==> src/rtl/txe_pkg.sv <==
package txe_pkg;

    typedef enum logic {
        THR_HALF_FREE = 1'b0,
        THR_ALL_FREE  = 1'b1
    } thr_mode_t;

    localparam int NUM_FIFO = 2;
    localparam int IDX_PER  = 0;
    localparam int IDX_NPER = 1;

    typedef struct packed {
        logic nper;
        logic per;
    } sts_pair_t;

endpackage

==> src/rtl/txe_thresh_detect.sv <==
module txe_thresh_detect
    import txe_pkg::*;
#(
    parameter int CNT_W = 8
) (
    input  logic [CNT_W-1:0] level,
    input  logic [CNT_W-1:0] depth,
    input  thr_mode_t        mode,
    output logic             hit
);
    localparam int EXT_W = CNT_W + 2;

    logic [EXT_W-1:0] free_x2;
    logic [EXT_W-1:0] depth_x;

    always_comb begin
        depth_x = EXT_W'(depth);
        free_x2 = EXT_W'(depth - level) << 1;
        unique case (mode)
            THR_HALF_FREE: hit = (free_x2 >= depth_x);
            THR_ALL_FREE:  hit = (level == '0);
            default:       hit = 1'b0;
        endcase
    end
endmodule

==> src/rtl/txe_sticky_flag.sv <==
module txe_sticky_flag (
    input  logic clk,
    input  logic rst,
    input  logic set,
    input  logic clr,
    output logic q
);
    always_ff @(posedge clk) begin
        if (rst) q <= 1'b0;
        else     q <= set | (q & ~clr);
    end

    assert_set_cause_R2: assert property (@(posedge clk) disable iff (rst)
        $rose(q) |-> $past(set));

    assert_sticky_hold_R5: assert property (@(posedge clk) disable iff (rst)
        $fell(q) |-> $past(clr));

    assert_clear_guard_R6: assert property (@(posedge clk) disable iff (rst)
        $past(set) |-> q);
endmodule

==> src/rtl/txe_irq_line.sv <==
module txe_irq_line
    import txe_pkg::*;
(
    input  logic      clk,
    input  logic      rst,
    input  sts_pair_t sts,
    input  logic      unmask,
    output logic      irq
);
    always_ff @(posedge clk) begin
        if (rst) irq <= 1'b0;
        else     irq <= unmask & (sts.per | sts.nper);
    end

    assert_mask_quiet_R8: assert property (@(posedge clk) disable iff (rst)
        !$past(unmask) |-> !irq);

    assert_irq_source_R7: assert property (@(posedge clk) disable iff (rst)
        $rose(irq) |-> $past(sts.per || sts.nper));
endmodule

==> src/rtl/txfifo_empty_irq.sv <==
module txfifo_empty_irq
    import txe_pkg::*;
#(
    parameter int CNT_W = 8
) (
    input  logic             clk,
    input  logic             rst,
    input  logic [CNT_W-1:0] per_level,
    input  logic [CNT_W-1:0] per_depth,
    input  logic [CNT_W-1:0] nper_level,
    input  logic [CNT_W-1:0] nper_depth,
    input  logic             per_thr_sel,
    input  logic             nper_thr_sel,
    input  logic             irq_unmask,
    input  logic             sts_clr,
    output logic             per_empty_sts,
    output logic             nper_empty_sts,
    output logic             irq
);
    logic [CNT_W-1:0] lvl_a [NUM_FIFO];
    logic [CNT_W-1:0] dep_a [NUM_FIFO];
    thr_mode_t        mode_a[NUM_FIFO];
    logic             hit_a [NUM_FIFO];
    logic             sts_a [NUM_FIFO];
    sts_pair_t        sts_bus;

    always_comb begin
        lvl_a[IDX_PER]   = per_level;
        lvl_a[IDX_NPER]  = nper_level;
        dep_a[IDX_PER]   = per_depth;
        dep_a[IDX_NPER]  = nper_depth;
        mode_a[IDX_PER]  = thr_mode_t'(per_thr_sel);
        mode_a[IDX_NPER] = thr_mode_t'(nper_thr_sel);
    end

    for (genvar g = 0; g < NUM_FIFO; g++) begin : g_fifo
        txe_thresh_detect #(.CNT_W(CNT_W)) u_det (
            .level (lvl_a[g]),
            .depth (dep_a[g]),
            .mode  (mode_a[g]),
            .hit   (hit_a[g])
        );

        txe_sticky_flag u_flag (
            .clk (clk),
            .rst (rst),
            .set (hit_a[g]),
            .clr (sts_clr),
            .q   (sts_a[g])
        );

        assert_empty_mode_R3: assert property (@(posedge clk) disable iff (rst)
            ($rose(sts_a[g]) && $past(mode_a[g] == THR_ALL_FREE)) |-> ($past(lvl_a[g]) == '0));
    end

    always_comb begin
        sts_bus.per  = sts_a[IDX_PER];
        sts_bus.nper = sts_a[IDX_NPER];
    end

    txe_irq_line u_line (
        .clk    (clk),
        .rst    (rst),
        .sts    (sts_bus),
        .unmask (irq_unmask),
        .irq    (irq)
    );

    assign per_empty_sts  = sts_a[IDX_PER];
    assign nper_empty_sts = sts_a[IDX_NPER];

    assert_reset_idle_R1: assert property (@(posedge clk)
        $past(rst) |-> (!per_empty_sts && !nper_empty_sts && !irq));
endmodule

==> config.mk <==
export PLATFORM = sky130hd
export DESIGN_NAME = txfifo_empty_irq
export DESIGN_NICKNAME = d
export VERILOG_FILES = /design/src/rtl/txe_pkg.sv /design/src/rtl/txe_thresh_detect.sv /design/src/rtl/txe_sticky_flag.sv /design/src/rtl/txe_irq_line.sv /design/src/rtl/txfifo_empty_irq.sv
export SDC_FILE = /design/constraint.sdc
export NUM_CORES = 1
export LEC_CHECK = 0
export BUFFER_PORTS_ARGS = -buffer_cell sky130_fd_sc_hd__buf_2
export CORE_MARGIN = 1.5
export CORE_UTILIZATION = 50
export DETAILED_ROUTE_END_ITERATION = 8
export PLACE_DENSITY = 0.77
export SLEW_MARGIN = 10
export SYNTH_ARGS = -nofsm -noshare
export SYNTH_HDL_FRONTEND = slang
export SYNTH_SLANG_ARGS = --single-unit
==> constraint.sdc <==
create_clock -name clk -period 2.6 [get_ports clk]
set_input_delay 0 -clock clk [delete_from_list [all_inputs] [get_ports clk]]
set_output_delay 0 -clock clk [all_outputs]
set_load 0.02 [all_outputs]
* After elaboration in Yosys (flattened, before gate mapping)
Index checks and enable logic that the tools add are counted.
Word-level totals: register bits 3, latch bits 0, memory bits (writable) 0, ROM bits 0, output and inout port bits 3, memories 0
Cells by class: add/sub/neg operators 2, $mul 0, div/mod/pow operators 0, magnitude comparators 2, equal/unequal tests 0, shift-type cells 0, mux-type cells 2, bitwise gates (word level) 9, reductions and logical operators 2
Operator list (number):
- greater-or-equal comparator 10 x 8 -> 1 bit | 2
- subtractor 8 x 8 -> 9 bit | 2
- zero test 8 bit | 2
- one-hot mux 1 bit (2 select lines) | 2
- AND 1 bit | 3
- inverter 1 bit | 3
- OR 1 bit | 3

* Logic depth before layout (Yosys ltp)
depth in word-level cells 4, depth in mapped cells 12, gate-level depth less buffers 12

* Modules after synthesis
From an unflattened synthesis, not the netlist that was laid out.
Second synthesis, totals: cells, all modules 163, area total of the unflattened synthesis 1222.4 µm²
Modules (own cells, without submodules):
- txe_thresh_detect | instances 2, cells each 76, area an instance 554.3 µm², sequential area each 0.0 µm²
- txe_sticky_flag | instances 2, cells each 4, area an instance 38.8 µm², sequential area each 20.0 µm²
- txe_irq_line | instances 1, cells each 3, area an instance 36.3 µm², sequential area each 20.0 µm²

* Least setup slack after synthesis
No wires, ideal clock.
path kind input port to flip-flop, from input nper_depth[0], to register g_fifo[1].u_flag.q, setup time 125 ps, data arrival time 1972 ps, data required time 2475 ps, setup slack 502 ps, stages on the path 11, buffers on the path 0, cell sequence inv_1 ha_1 fa_1 and2b_1 o31a_2 o21a_1 nor2_1 xnor2_1 ha_1 nor2b_1 o41a_1
Between the ends: longest elaborated chain between the ends 4
Ends and longest elaborated chain:
- start: declaration | RTL line txfifo_empty_irq.sv:11 | input logic [CNT_W-1:0] nper_depth,
- subtractor 8 x 8 -> 9 bit | RTL line txe_thresh_detect.sv:18 | free_x2 = EXT_W'(depth - level) << 1;
- greater-or-equal comparator 10 x 8 -> 1 bit * | RTL line txe_thresh_detect.sv:20 | THR_HALF_FREE: hit = (free_x2 >= depth_x);
- one-hot mux 1 bit (2 select lines) * | RTL line txe_thresh_detect.sv:19 | unique case (mode)
- OR 1 bit * | RTL line txe_sticky_flag.sv:10 | else q <= set | (q & ~clr);
- end signal: assignment | RTL line txe_sticky_flag.sv:10
- end: declaration | RTL line txe_sticky_flag.sv:6 | output logic q
Mark *: on every way between the ends. The rest lies on a longest branch, timed or not. A chain may end at the register's enable or synchronous reset.

* Worst setup path in the final report
Ends and elaborated chain as after synthesis.

==> results.toml <==
[clocking]
cts.sinks = 3
cts_root_buffer = "clkbuf_4"
htree_levels = 1
clk_pin_slew_ns = 0.04
ctsResizeCount = 0
cts_buffers = 3
clock_latency_ns = 0.24
tritoncts = "yes"
clk_path_buf_depth = 2

[sta]
setup_viol = 0
fin_crit_ns = 2.11
report.final.slew_viol_count = 0
worstMarginPinSlew_ns = 0.404
fin_setup_tns_ns = 0
grt_setup_unrepaired = "false"
slew_headroom_pct = 72.8
fin_hold_ws_ns = 0.0315
fmax_mhz = 475
finalHoldViolations = 0
clock_skew_ns = 0.00440
fin_crit_sh_pct = 81.0

[power]
irDropWorstVdd_uv = 213
power_density_nw_per_um2 = 305
power.leakage_nw = 0.807

[synth]
avgSynthCellArea_um2 = 7.15
ys_seq_area_share_pct = 5.15
synth_area_um2 = 1170
synth_edf_count = 0
yosys.cell_types.count = 36
synth-seq-cells = 3
yosys_warnings = 0
netlist_top_cells_count = "inv_1, ha_1, nor2_1, a21oi_1, o21ai_0"
synth_top_area_share_pct = 30.0
synthesis.nets = 231
synth_top_area_cell = "ha_1"
synthMostInstantiatedCell = "inv_1"
async_flop_share_pct = 0
ys_top_cells_by_area = "ha_1, inv_1, xnor2_1"
ys.flop_type = "dfxtp_1"
syn_inst = 163

[finish]
diodes = 0
multiInputGateArea_um2 = 971
final_nets = 277
seq_area_um2 = 60.1
fill_cells = 222
drive_gt1_share_pct = 21.6
area_growth_pct = 23.3

[floorplanning]
ios = 41
die_area_um2 = 2630
fp.coreArea_um2 = 2210
rows = 17
die_x_um = 51.3
die_h_um = 51.3
initial_core_util_pct = 52.7

[flow_run]
maxCapViolCount = 0

[critical_path]
crit_path_max_fanout = 3
path_class = "input pin to flop"
start_kind = "input pin"
cp.arrival_ns = 2.23
end_kind = "flop"
worstPathRequired_ns = 2.73

[drt]
vias = 1244
via_per_inst = 5.27
drc = 0
firstDrtPassIters = 4
drtIter0Drc = 18
wire_per_inst_um = 11.1
drt_wl_total_um = 2620
ant_nets = 0

[run_status]
status = "finished, final reports clean"

[global_routing]
grt_pass1_vias = 1140
grt_util_all_layers_pct = 22.0
grt_max_degree = 6
grt_first_pass_wirelength_um = 4490
overflow = 0
antenna_found_initial = 0

[placed_design]
hpwl_um = 2400
gp_congestion = 0.956
port_buffers = 40

[hold_path]
hp-class = "input pin to flop"
## state kept, by name, indices dropped and copies added, names as in the netlist
name and count:
u_line.irq 1, g_fifo.u_flag.q 2
## final cells by class
cell class / count / share of cell area (%)
clock buffer: 4 / 1.83
tap: 28 / 2.44
inverter: 36 / 9.40
sequential: 3 / 4.18
timing repair buffer: 41 / 14.6
multi-input combinational: 124 / 67.5
## metal layers
| metal | GRT usage (%) | wire length (um) | vias up |
|---|---|---|---|
| met5 | 0 | 0 | - |
| met1 | 26.6 | 1210 | 557 |
| met3 | 3.51 | 118 | 3 |
| li1 | - | - | 655 |
| met2 | 40.9 | 1270 | 29 |
| met4 | 3.95 | 16 | 0 |
## cells in the final DEF (no fill, tap or decap), types with 2 or more instances in the layout
master    synthesis  layout
buf_2             0      40
inv_1            36      36
ha_1             28      28
nor2_1           14      14
a21oi_1          12      12
o21ai_0           9       9
xnor2_1           7       7
o21a_1            6       6
nand2_1           6       6
nand2b_1          5       5
nor2b_1           3       3
nand4_1           3       3
nor3_1            3       3
clkbuf_4          0       3
dfxtp_1           3       3
o31a_1            2       2
o211ai_1          2       2
nor3b_1           2       2
nor4_1            2       2
fa_1              2       2
## critical path: stages
cell,delay (ns)
buf_2,0.10
inv_1,0.08
ha_1,0.17
fa_1,0.21
and2b_1,0.19
o31a_2,0.31
o21a_1,0.18
nor2_1,0.11
xnor2_1,0.13
ha_1,0.26
nand4_1,0.10
o21ai_0,0.09
o41a_1,0.31
## kinds of logic (layout without fill, tap and decap cells)
| group | after synthesis | count (layout) | share of synthesized area, % |
|---|---|---|---|
| AO/OA/AOI/OAI | 43 | 43 | 24.1 |
| AND/OR/NAND/NOR | 42 | 42 | 18.7 |
| buffers and inverters | 36 | 81 | 11.6 |
| adder cells (fa/ha/maj) | 30 | 30 | 33.5 |
| XOR/XNOR | 8 | 8 | 6.01 |
| flip-flops | 3 | 3 | 5.15 |
| multiplexers | 1 | 1 | 0.966 |
## where the power goes
part | leakage [nW] | switching (W) | internal [W]
logic | 0.767 | 0.000153 | 0.000146
registers | 0.0249 | 0.00000257 | 0.0000503
clock network | 0.0150 | 0.0000283 | 0.0000578
total | 0.807 | 0.000184 | 0.000254
## repair_timing
| item | 4_1_cts | 5_1_grt |
|---|---|---|
| setup endpoints to repair | 0 | 0 |
| hold buffers | 1 | 0 |
| buffers inserted | 0 | 0 |
| endpoints found under the hold margin | 1 | 0 |
## through the flow
stage	cells	utilization [%]	power [W]	cell area, um^2	setup WS (ns)
3_5_place_dp	231	63.3	0.000352	1400	0.233
6_report	236	65.0	0.000438	1440	0.493
3_3_place_gp	231	63.3	0.000338	1400	0.336
5_1_grt	236	65.0	0.000489	1440	0.373
4_1_cts	236	65.0	0.000441	1440	0.482
2_1_floorplan	163	-	0.000266	1170	0.502
## worst paths after layout
kind / from / to / slack [ns] / cells after the start
worst max-delay path: nper_depth[0] / g_fifo[1].u_flag.q / 0.49 / 13
worst min-delay path: irq_unmask / u_line.irq / 0.03 / 2
worst max register to register: g_fifo[1].u_flag.q / g_fifo[1].u_flag.q / 1.56 / 3
worst min register to register: g_fifo[0].u_flag.q / u_line.irq / 0.53 / 2
(Power assumes the default switching activity.)
